<file path="src/rtl/stack_alu.sv">
module stack_alu #(
  parameter int W = 16
) (
  input  logic [5:0]   cmd,
  input  logic [W-1:0] opa,
  input  logic [W-1:0] opb,
  input  logic         flag_c,
  input  logic         flag_ce,
  output logic [W-1:0] result,
  output logic         carry_out,
  output logic         carry_we,
  output logic         div_zero
);
  localparam int P = 2 * W;
  localparam int H = W / 2;

  logic         cin;
  logic [W:0]   sum, dif;
  logic signed [P-1:0] prod;
  logic         mul_ovf, bz, qneg;
  logic [W-1:0] mag_a, mag_b, uq, ur, new_res;
  logic         new_cy, new_we, err;

  assign cin   = flag_c & flag_ce;
  assign sum   = {1'b0, opa} + {1'b0, opb} + {{W{1'b0}}, cin};
  assign dif   = {1'b0, opa} - {1'b0, opb} - {{W{1'b0}}, cin};
  assign prod  = P'($signed(opa)) * P'($signed(opb));
  assign mul_ovf = prod[P-1:W] != {W{prod[W-1]}};

  assign bz    = opb == '0;
  assign mag_a = opa[W-1] ? -opa : opa;
  assign mag_b = bz ? {{(W-1){1'b0}}, 1'b1} : (opb[W-1] ? -opb : opb);
  assign uq    = mag_a / mag_b;
  assign ur    = mag_a % mag_b;
  assign qneg  = opa[W-1] ^ opb[W-1];

  always_comb begin
    new_res = '0;
    new_cy  = 1'b0;
    new_we  = 1'b0;
    err     = 1'b0;
    if (cmd[5:4] == 2'b01) begin
      case (cmd[3:0])
        4'h0: begin new_res = sum[W-1:0]; new_cy = sum[W]; new_we = 1'b1; end
        4'h1: begin new_res = dif[W-1:0]; new_cy = dif[W]; new_we = 1'b1; end
        4'h2: begin new_res = prod[W-1:0]; new_cy = mul_ovf; new_we = 1'b1; end
        4'h3: begin err = bz; new_res = bz ? '0 : (qneg ? -uq : uq); end
        4'h4: begin err = bz; new_res = bz ? '0 : (opa[W-1] ? -ur : ur); end
        4'h5: new_res = opa & opb;
        4'h6: new_res = opa | opb;
        4'h7: new_res = opa ^ opb;
        4'h8: new_res = ~opa;
        4'h9: new_res = {{(W-H){opa[H-1]}}, opa[H-1:0]};
        4'hA: new_res = {opa[W-2:0], opa[W-1]};
        4'hB: new_res = {opa[0], opa[W-1:1]};
        4'hC: new_res = {opa[H-1:0], opa[W-1:H]};
        4'hD: new_res = {opa[W-1], opa[W-1:1]};
        4'hE: new_res = {opa[W-2:0], 1'b0};
        default: new_res = {1'b0, opa[W-1:1]};
      endcase
    end
  end

  assign result    = new_res;
  assign carry_we  = new_we;
  assign carry_out = new_we ? new_cy : flag_c;
  assign div_zero  = err;
endmodule


</file>
<file path="config.mk">
export PLATFORM = sky130hd
export DESIGN_NAME = stack_alu
export DESIGN_NICKNAME = d
export VERILOG_FILES = /design/src/rtl/stack_alu.sv
export SDC_FILE = /design/constraint.sdc
export NUM_CORES = 1
export LEC_CHECK = 0
export BUFFER_PORTS_ARGS = -buffer_cell sky130_fd_sc_hd__buf_2
export CAP_MARGIN = 30
export CORE_MARGIN = 2
export CORE_UTILIZATION = 30
export DETAILED_ROUTE_END_ITERATION = 8
export MAX_ROUTING_LAYER = met4
export SLEW_MARGIN = 20
export SYNTH_ARGS = -nofsm -noshare
export SYNTH_HDL_FRONTEND = slang
export SYNTH_SLANG_ARGS = --single-unit
</file>
<file path="constraint.sdc">
create_clock -name vclk -period 125.6
set_clock_uncertainty 0.1 [all_clocks]
set_input_delay 18.84 -clock vclk [all_inputs]
set_output_delay 18.84 -clock vclk [all_outputs]
set_load 0.02 [all_outputs]
</file>
* Word-level counts from Yosys, hierarchy flattened
Index checks and enable logic that the tools add are counted.
** Storage, ports and cells
- Bits in registers :: 0
- Logic and storage cells :: 53
- Output and inout bits :: 19
** Operators by class
- Divide/modulo/power cells :: 2
- Add/sub/neg operators :: 8
- Equal/unequal tests :: 16
- Bitwise gates (word level) :: 6
- Muxes and demuxes :: 16
- Reduce and logical (&&, ||, !) cells :: 4
- Multiply operators :: 1
** Operator list (number)
- 16-bit one-hot mux with 15 select lines :: 1
- 16-bit two-way mux :: 8
- 16-bit negator :: 4
- 16-bit by 16-bit multiplier with 32-bit output :: 1
- 4-bit == test (second input constant) :: 7
- 16-bit by 16-bit adder with 17-bit output :: 1
- 17-bit by 1-bit adder with 17-bit output :: 1
- 16-bit by 16-bit subtractor with 17-bit output :: 1
- 17-bit by 1-bit subtractor with 17-bit output :: 1
- 16-bit AND :: 1
- 16-bit by 16-bit divider with 16-bit output :: 1
- 4-bit by 3-bit == test with 1-bit output (second input constant) :: 4
- 16-bit zero test :: 1
- 16-bit by 16-bit remainder unit with 16-bit output :: 1
- 16-bit != test :: 1
- 16-bit NOT :: 1
- 16-bit OR :: 1
- 16-bit bitwise XOR :: 1
- 4-bit by 2-bit == test with 1-bit output (second input constant) :: 2
- 1-bit two-way mux :: 6
- 4-bit by 1-bit == test with 1-bit output (second input constant) :: 1
- 4-bit zero test :: 1
- 1-bit one-hot mux with 3 select lines :: 1
- 3-bit OR reduction :: 1
- 4 further kinds :: 4

* Depth between registers and ports, before layout
Gate-level depths: netlist (run 1).
- Depth in word-level cells :: 9
- Gate-level depth with buffers :: 161
- Gate-level depth less buffers :: 146

* Least setup slack after synthesis (run 1)
OpenSTA, ideal clock, no wires.
- Kind :: input -> output
- From :: input port opb[0]
- To :: output port result[14]
- Buffers on the path :: 17
- Path slack :: 55.286 ns
- Data required time :: 106.660 ns
- Data arrival time :: 51.374 ns
- Cell stages on the path :: 152
- Cell sequence :: clkbuf_1 > inv_1 > clkbuf_1 > ha_1 > or3b_1 > clkbuf_1 > o311ai_2 > nand4_1 > nor4_1 > buf_2 > buf_2 > and3_1 > a31oi_1 > a31oi_1 > ha_1 > or4b_2 > o211ai_1 > o2bb2ai_1 > [... 116 more ...] > ha_1 > o21a_1 > o31a_1 > o41ai_1 > a21oi_1 > o21a_1 > inv_1 > clkbuf_1 > clkbuf_1 > nor2_1 > a21oi_1 > ha_1 > inv_1 > nor4b_1 > nand4_1 > or3b_1 > or4_1 > a31oi_1
** On the way
- Longest elaborated chain between the ends :: 9
- Elaborated cells between the ends (all ways) :: 19
- Those cells by class :: add/sub: 7; mul: 1; div: 2; mux: 8; reduce/logical: 1
** Ends and longest elaborated chain
- start: declaration :: RTL line 6 : input logic [W-1:0] opb,
- 16-bit negator :: RTL line 32 : assign mag_b = bz ? {{(W-1){1'b0}}, 1'b1} : (opb[W-1] ? -opb : opb);
- 16-bit two-way mux (2 in series) :: RTL line 32
- 16-bit by 16-bit remainder unit with 16-bit output / 16-bit by 16-bit divider with 16-bit output (equally long branches) :: RTL line 34, 33
- 16-bit negator, on equally long branches :: RTL line 48, 47
- 16-bit two-way mux, on equally long branches (2 in series) :: RTL line 48, 47
- 16-bit one-hot mux with 15 select lines * :: RTL line 43 : case (cmd[3:0])
- 16-bit two-way mux * :: RTL line 42 : if (cmd[5:4] == 2'b01) begin
- end: declaration :: RTL line 9 : output logic [W-1:0] result,
Every way passes the cells marked *; elsewhere a longest branch is shown, timed or not.

* Worst setup path in the final report (run 1)
Ends and elaborated chain as after synthesis.

==> results of run 1 <==
## path summary, 6_finish.rpt
kind                         end  slack [ns]    from  cells past startpoint
worst max-delay path  result[14]       48.25  opb[0]                    132
worst min-delay path   result[5]       38.17  cmd[5]                      6
## routing by layer
metal / vias up / GRT usage / part of all wire
li1: 10700 / - / -
met1: 11300 / 0.310 / 0.41
met2: 1286 / 0.364 / 0.44
met3: 220 / 0.0370 / 0.11
met4: 0 / 0.0694 / 0.038
met5: - / - / 0
## critical path: cells and delay by family
kind	cells	cell delay, ns
XOR/XNOR	1	0.16
adder cells (fa/ha/maj)	16	5.50
buffers and inverters	9	3.19
multiplexers	1	0.24
AO/OA/AOI/OAI	64	18.69
AND/OR/NAND/NOR	41	11.66
## area by class of cell
cell class                 instances  area (um2)  share of cell area
inverter                         421        1580              0.0653
timing repair buffer              98         588              0.0243
tap                              978        1220              0.0505
multi-input combinational       2545       20800               0.859
antenna                           10        25.0             0.00103
## cells in the mapped netlist, drive strengths merged (11+ instances only)
cell / count
a2111oi: 14
a211o: 12
a211oi: 26
a21o: 42
a21oi: 174
a221oi: 38
a31oi: 32
and2: 31
and3: 26
buf: 27
clkbuf: 101
fa: 267
ha: 286
inv: 412
mux2: 11
mux2i: 14
nand2: 294
nand2b: 19
nand3: 69
nand4: 27
nor2: 345
nor2b: 22
nor3: 73
nor4: 21
o211ai: 34
o21a: 48
o21ai: 162
o221ai: 12
o22ai: 19
o31ai: 30
o41ai: 13
or2: 18
or3: 24
or4: 16
xnor2: 123
xor2: 52
## per-stage QoR
step / setup slack, ns / std cells / hold slack [ns]
finish: 48.25 / 4052 / 38.17
global route: 45.75 / 4052 / 38.21
CTS: 49.28 / 4042 / 38.16
detailed placement: 49.36 / 4042 / 38.16
global placement: 50.24 / 4042 / 38.15
floorplan: 55.29 / 3094 / 37.83
## kinds of logic after synthesis
logic type	count (synthesis)	share of synthesized area
AOI/OAI and AO/OA	778	0.231
xor gates and xnor gates	175	0.0672
muxes	25	0.0116
and+or+nand+nor	1014	0.207
buffers and inverters	549	0.0919
adders and majority gates	553	0.391
==> flow_summary.json, run 1 <==
{
  "layout-drive-gt1-share": 0.0539,
  "gp_congestion": 0.992,
  "maxCapViolCount": 0,
  "antenna_found_initial": 12,
  "dpl_cell_area_mm2": 0.0242,
  "status": "complete, no violations",
  "chipWidth_um": 280,
  "cp-start-kind": "primary input",
  "slew_viol_final": 0,
  "setup_violations": 0,
  "fp-row-count": 101,
  "cpMostUsedCell": "ha_1",
  "crit_type": "in -> out",
  "hold_path.class": "in -> out",
  "crit_path_max_incr_delay_ns": 0.79,
  "start_util": 0.302,
  "dieArea_mm2": 0.0782,
  "grt.total_usage": 0.233,
  "cp_max_fo": 25,
  "routed_via_density": 5.80,
  "routed_wl_um": 89600,
  "synth_fp_nets": 3687,
  "stdcell_area_mm2": 0.0242,
  "synth_top_area_share": 0.234,
  "tns_ns": 0,
  "grt_setup_unrepaired": "false",
  "tightestPinTransition_ns": 0.965,
  "port_buffers": 59,
  "io_pins": 59,
  "netlist_area_mm2": 0.0228,
  "grt_pass1_wl_um": 138000,
  "nNetsFinal": 3659,
  "crit_slowest_cell": "a2111oi_0",
  "core_area_mm2": 0.0756,
  "area_growth_pct": 6.21,
  "final_cell_mix": "409 x inv_1, 345 x nor2_1, 294 x nand2_1",
  "arrival_ns": 58.41,
  "required_ns": 106.66,
  "syn_inst": 3094,
  "ys_seq_area_frac": 0,
  "ys_types": 93,
  "end_kind": "primary output",
  "drc": 0,
  "synth_top_cell_by_area": "fa_1",
  "final_common_cell": "inv_1",
  "fin_crit_ns": 77.35,
  "synth_area_leaders": "fa_1 23%, ha_1 16%, inv_1 6.7%, nor2_1 5.7%, nand2_1 4.8%",
  "dp_hpwl_um": 70900,
  "cts_hold_buffers": 0,
  "seq_cell_count": 0,
  "fillers": 8112,
  "wire_per_inst_um": 22.1,
  "nClkBuffers": 0,
  "period_share": 0.616,
  "via_count": 23500,
  "ys_warn_count": 0,
  "overflow": 0,
  "hold_viol": 0,
  "avgSynthCellArea_um2": 7.37,
  "ff_latch_area_um2": 0,
  "slew_headroom": 0.340,
  "cts_setup_buffers": 0,
  "final_core_util": 0.320,
  "drt.antenna.violating_nets": 0,
  "cts_resized": 0,
  "initialDrtViolationCount": 2384,
  "die_y_um": 280,
  "fmax_ghz": 0.0129,
  "dr.pass1.iters": 6,
  "grt_max_degree": 48,
  "grt_pass1_vias": 22600
}
Power of run 1 is left out: the tool's default activity adds up to more than one toggle a clock period on the data nets, which glitch-free logic cannot reach.
==> inputs of run 2 (changes only) <==
==> constraint.sdc (replaced) <==
create_clock -name vclk -period 65.7
set_clock_uncertainty 0.1 [all_clocks]
set_input_delay 9.855 -clock vclk [all_inputs]
set_output_delay 9.855 -clock vclk [all_outputs]
set_load 0.02 [all_outputs]
==> flow_summary.json, run 2 (synthesis gave the netlist of run 1 again) <==
{
  "status": "complete, no violations",
  "die_y_um": 280,
  "grt_pass1_wl_um": 138000,
  "dp_hpwl_um": 69900,
  "wire_per_inst_um": 21.7,
  "area_growth_pct": 6.45,
  "grt_setup_unrepaired": "false",
  "cpMostUsedCell": "ha_1",
  "routed_wl_um": 88100,
  "slew_headroom": 0.369,
  "fin_crit_ns": 59.01,
  "seq_cell_count": 0,
  "nNetsFinal": 3666,
  "initialDrtViolationCount": 2350,
  "io_pins": 59,
  "fp-row-count": 101,
  "end_kind": "primary output",
  "cts_hold_buffers": 0,
  "crit_slowest_cell": "a21oi_1",
  "cts_setup_buffers": 0,
  "pre_cts_slack_ns": 7.30,
  "dieArea_mm2": 0.0782,
  "overflow": 0,
  "hold_path.class": "in -> out",
  "crit_type": "in -> out",
  "chipWidth_um": 280,
  "port_buffers": 59,
  "grt.total_usage": 0.231,
  "critPathBufInv": 10,
  "via_count": 23400,
  "antenna_found_initial": 14,
  "grt_max_degree": 48,
  "drc": 0,
  "fillers": 8191,
  "arrival_ns": 49.05,
  "routed_via_density": 5.76,
  "gp_congestion": 0.998,
  "core_area_mm2": 0.0756,
  "final_cell_mix": "409 x inv_1, 345 x nor2_1, 294 x nand2_1",
  "dr.pass1.iters": 5,
  "final_common_cell": "inv_1",
  "hold_viol": 0,
  "slew_viol_final": 0,
  "period_share": 0.898,
  "start_util": 0.302,
  "cts_resized": 0,
  "drt.antenna.violating_nets": 0,
  "crit_path_max_incr_delay_ns": 0.74,
  "fmax_ghz": 0.0169,
  "nClkBuffers": 0,
  "ff_latch_area_um2": 0,
  "grt_pass1_vias": 22900,
  "crit_family": "compound AO/OA/AOI/OAI gates",
  "required_ns": 55.74,
  "maxCapViolCount": 0,
  "tightestPinTransition_ns": 0.944,
  "multi_input_area_mm2": 0.0208,
  "fin_ws_ns": 6.69,
  "setup_violations": 0,
  "cp-start-kind": "primary input",
  "cp_max_fo": 25,
  "tns_ns": 0,
  "layout-drive-gt1-share": 0.0554
}
==> run 2: changes by cell type in the layout (fill, tap and decap cells not counted), sizes merged <==
cell | previous run | this run
dlymetal6s2s | 0 | 2
buf | 98 | 102
clkbuf | 0 | 1
diode | 10 | 11
==> run 2: per-layer routing <==
layer / up-vias / global-route usage / wire [um]
li1: 10700 / - / -
met1: 11400 / 0.308 / 37700
met2: 1085 / 0.363 / 39400
met3: 184 / 0.0350 / 8140
met4: 0 / 0.0642 / 2840
met5: - / - / 0
==> run 2: area by class of cell <==
| cell class | instances | share of cell area |
|---|---|---|
| Timing Repair Buffer | 105 | 0.0268 |
| Inverter | 421 | 0.0651 |
| Antenna cell | 11 | 0.00113 |
| Multi-Input combinational cell | 2545 | 0.857 |
| Tap cell | 978 | 0.0504 |
==> run 2: per-stage QoR <==
step	instances	hold WS, ns	utilization	area, um2
after global placement	4046	20.17	0.320	24200
final	4060	20.18	0.321	24300
after global routing	4060	20.23	0.321	24300
after detailed placement	4046	20.18	0.320	24200
after CTS	4046	20.18	0.320	24200
after floorplan	3094	19.86	-	22800
==> run 2: path summary, 6_finish.rpt <==
| check | from | endpoint | slack (ns) | depth (start not counted) |
|---|---|---|---|---|
| setup / recovery | opb[1] | result[14] | 6.69 | 135 |
| hold / removal | cmd[5] | result[5] | 20.18 | 6 |
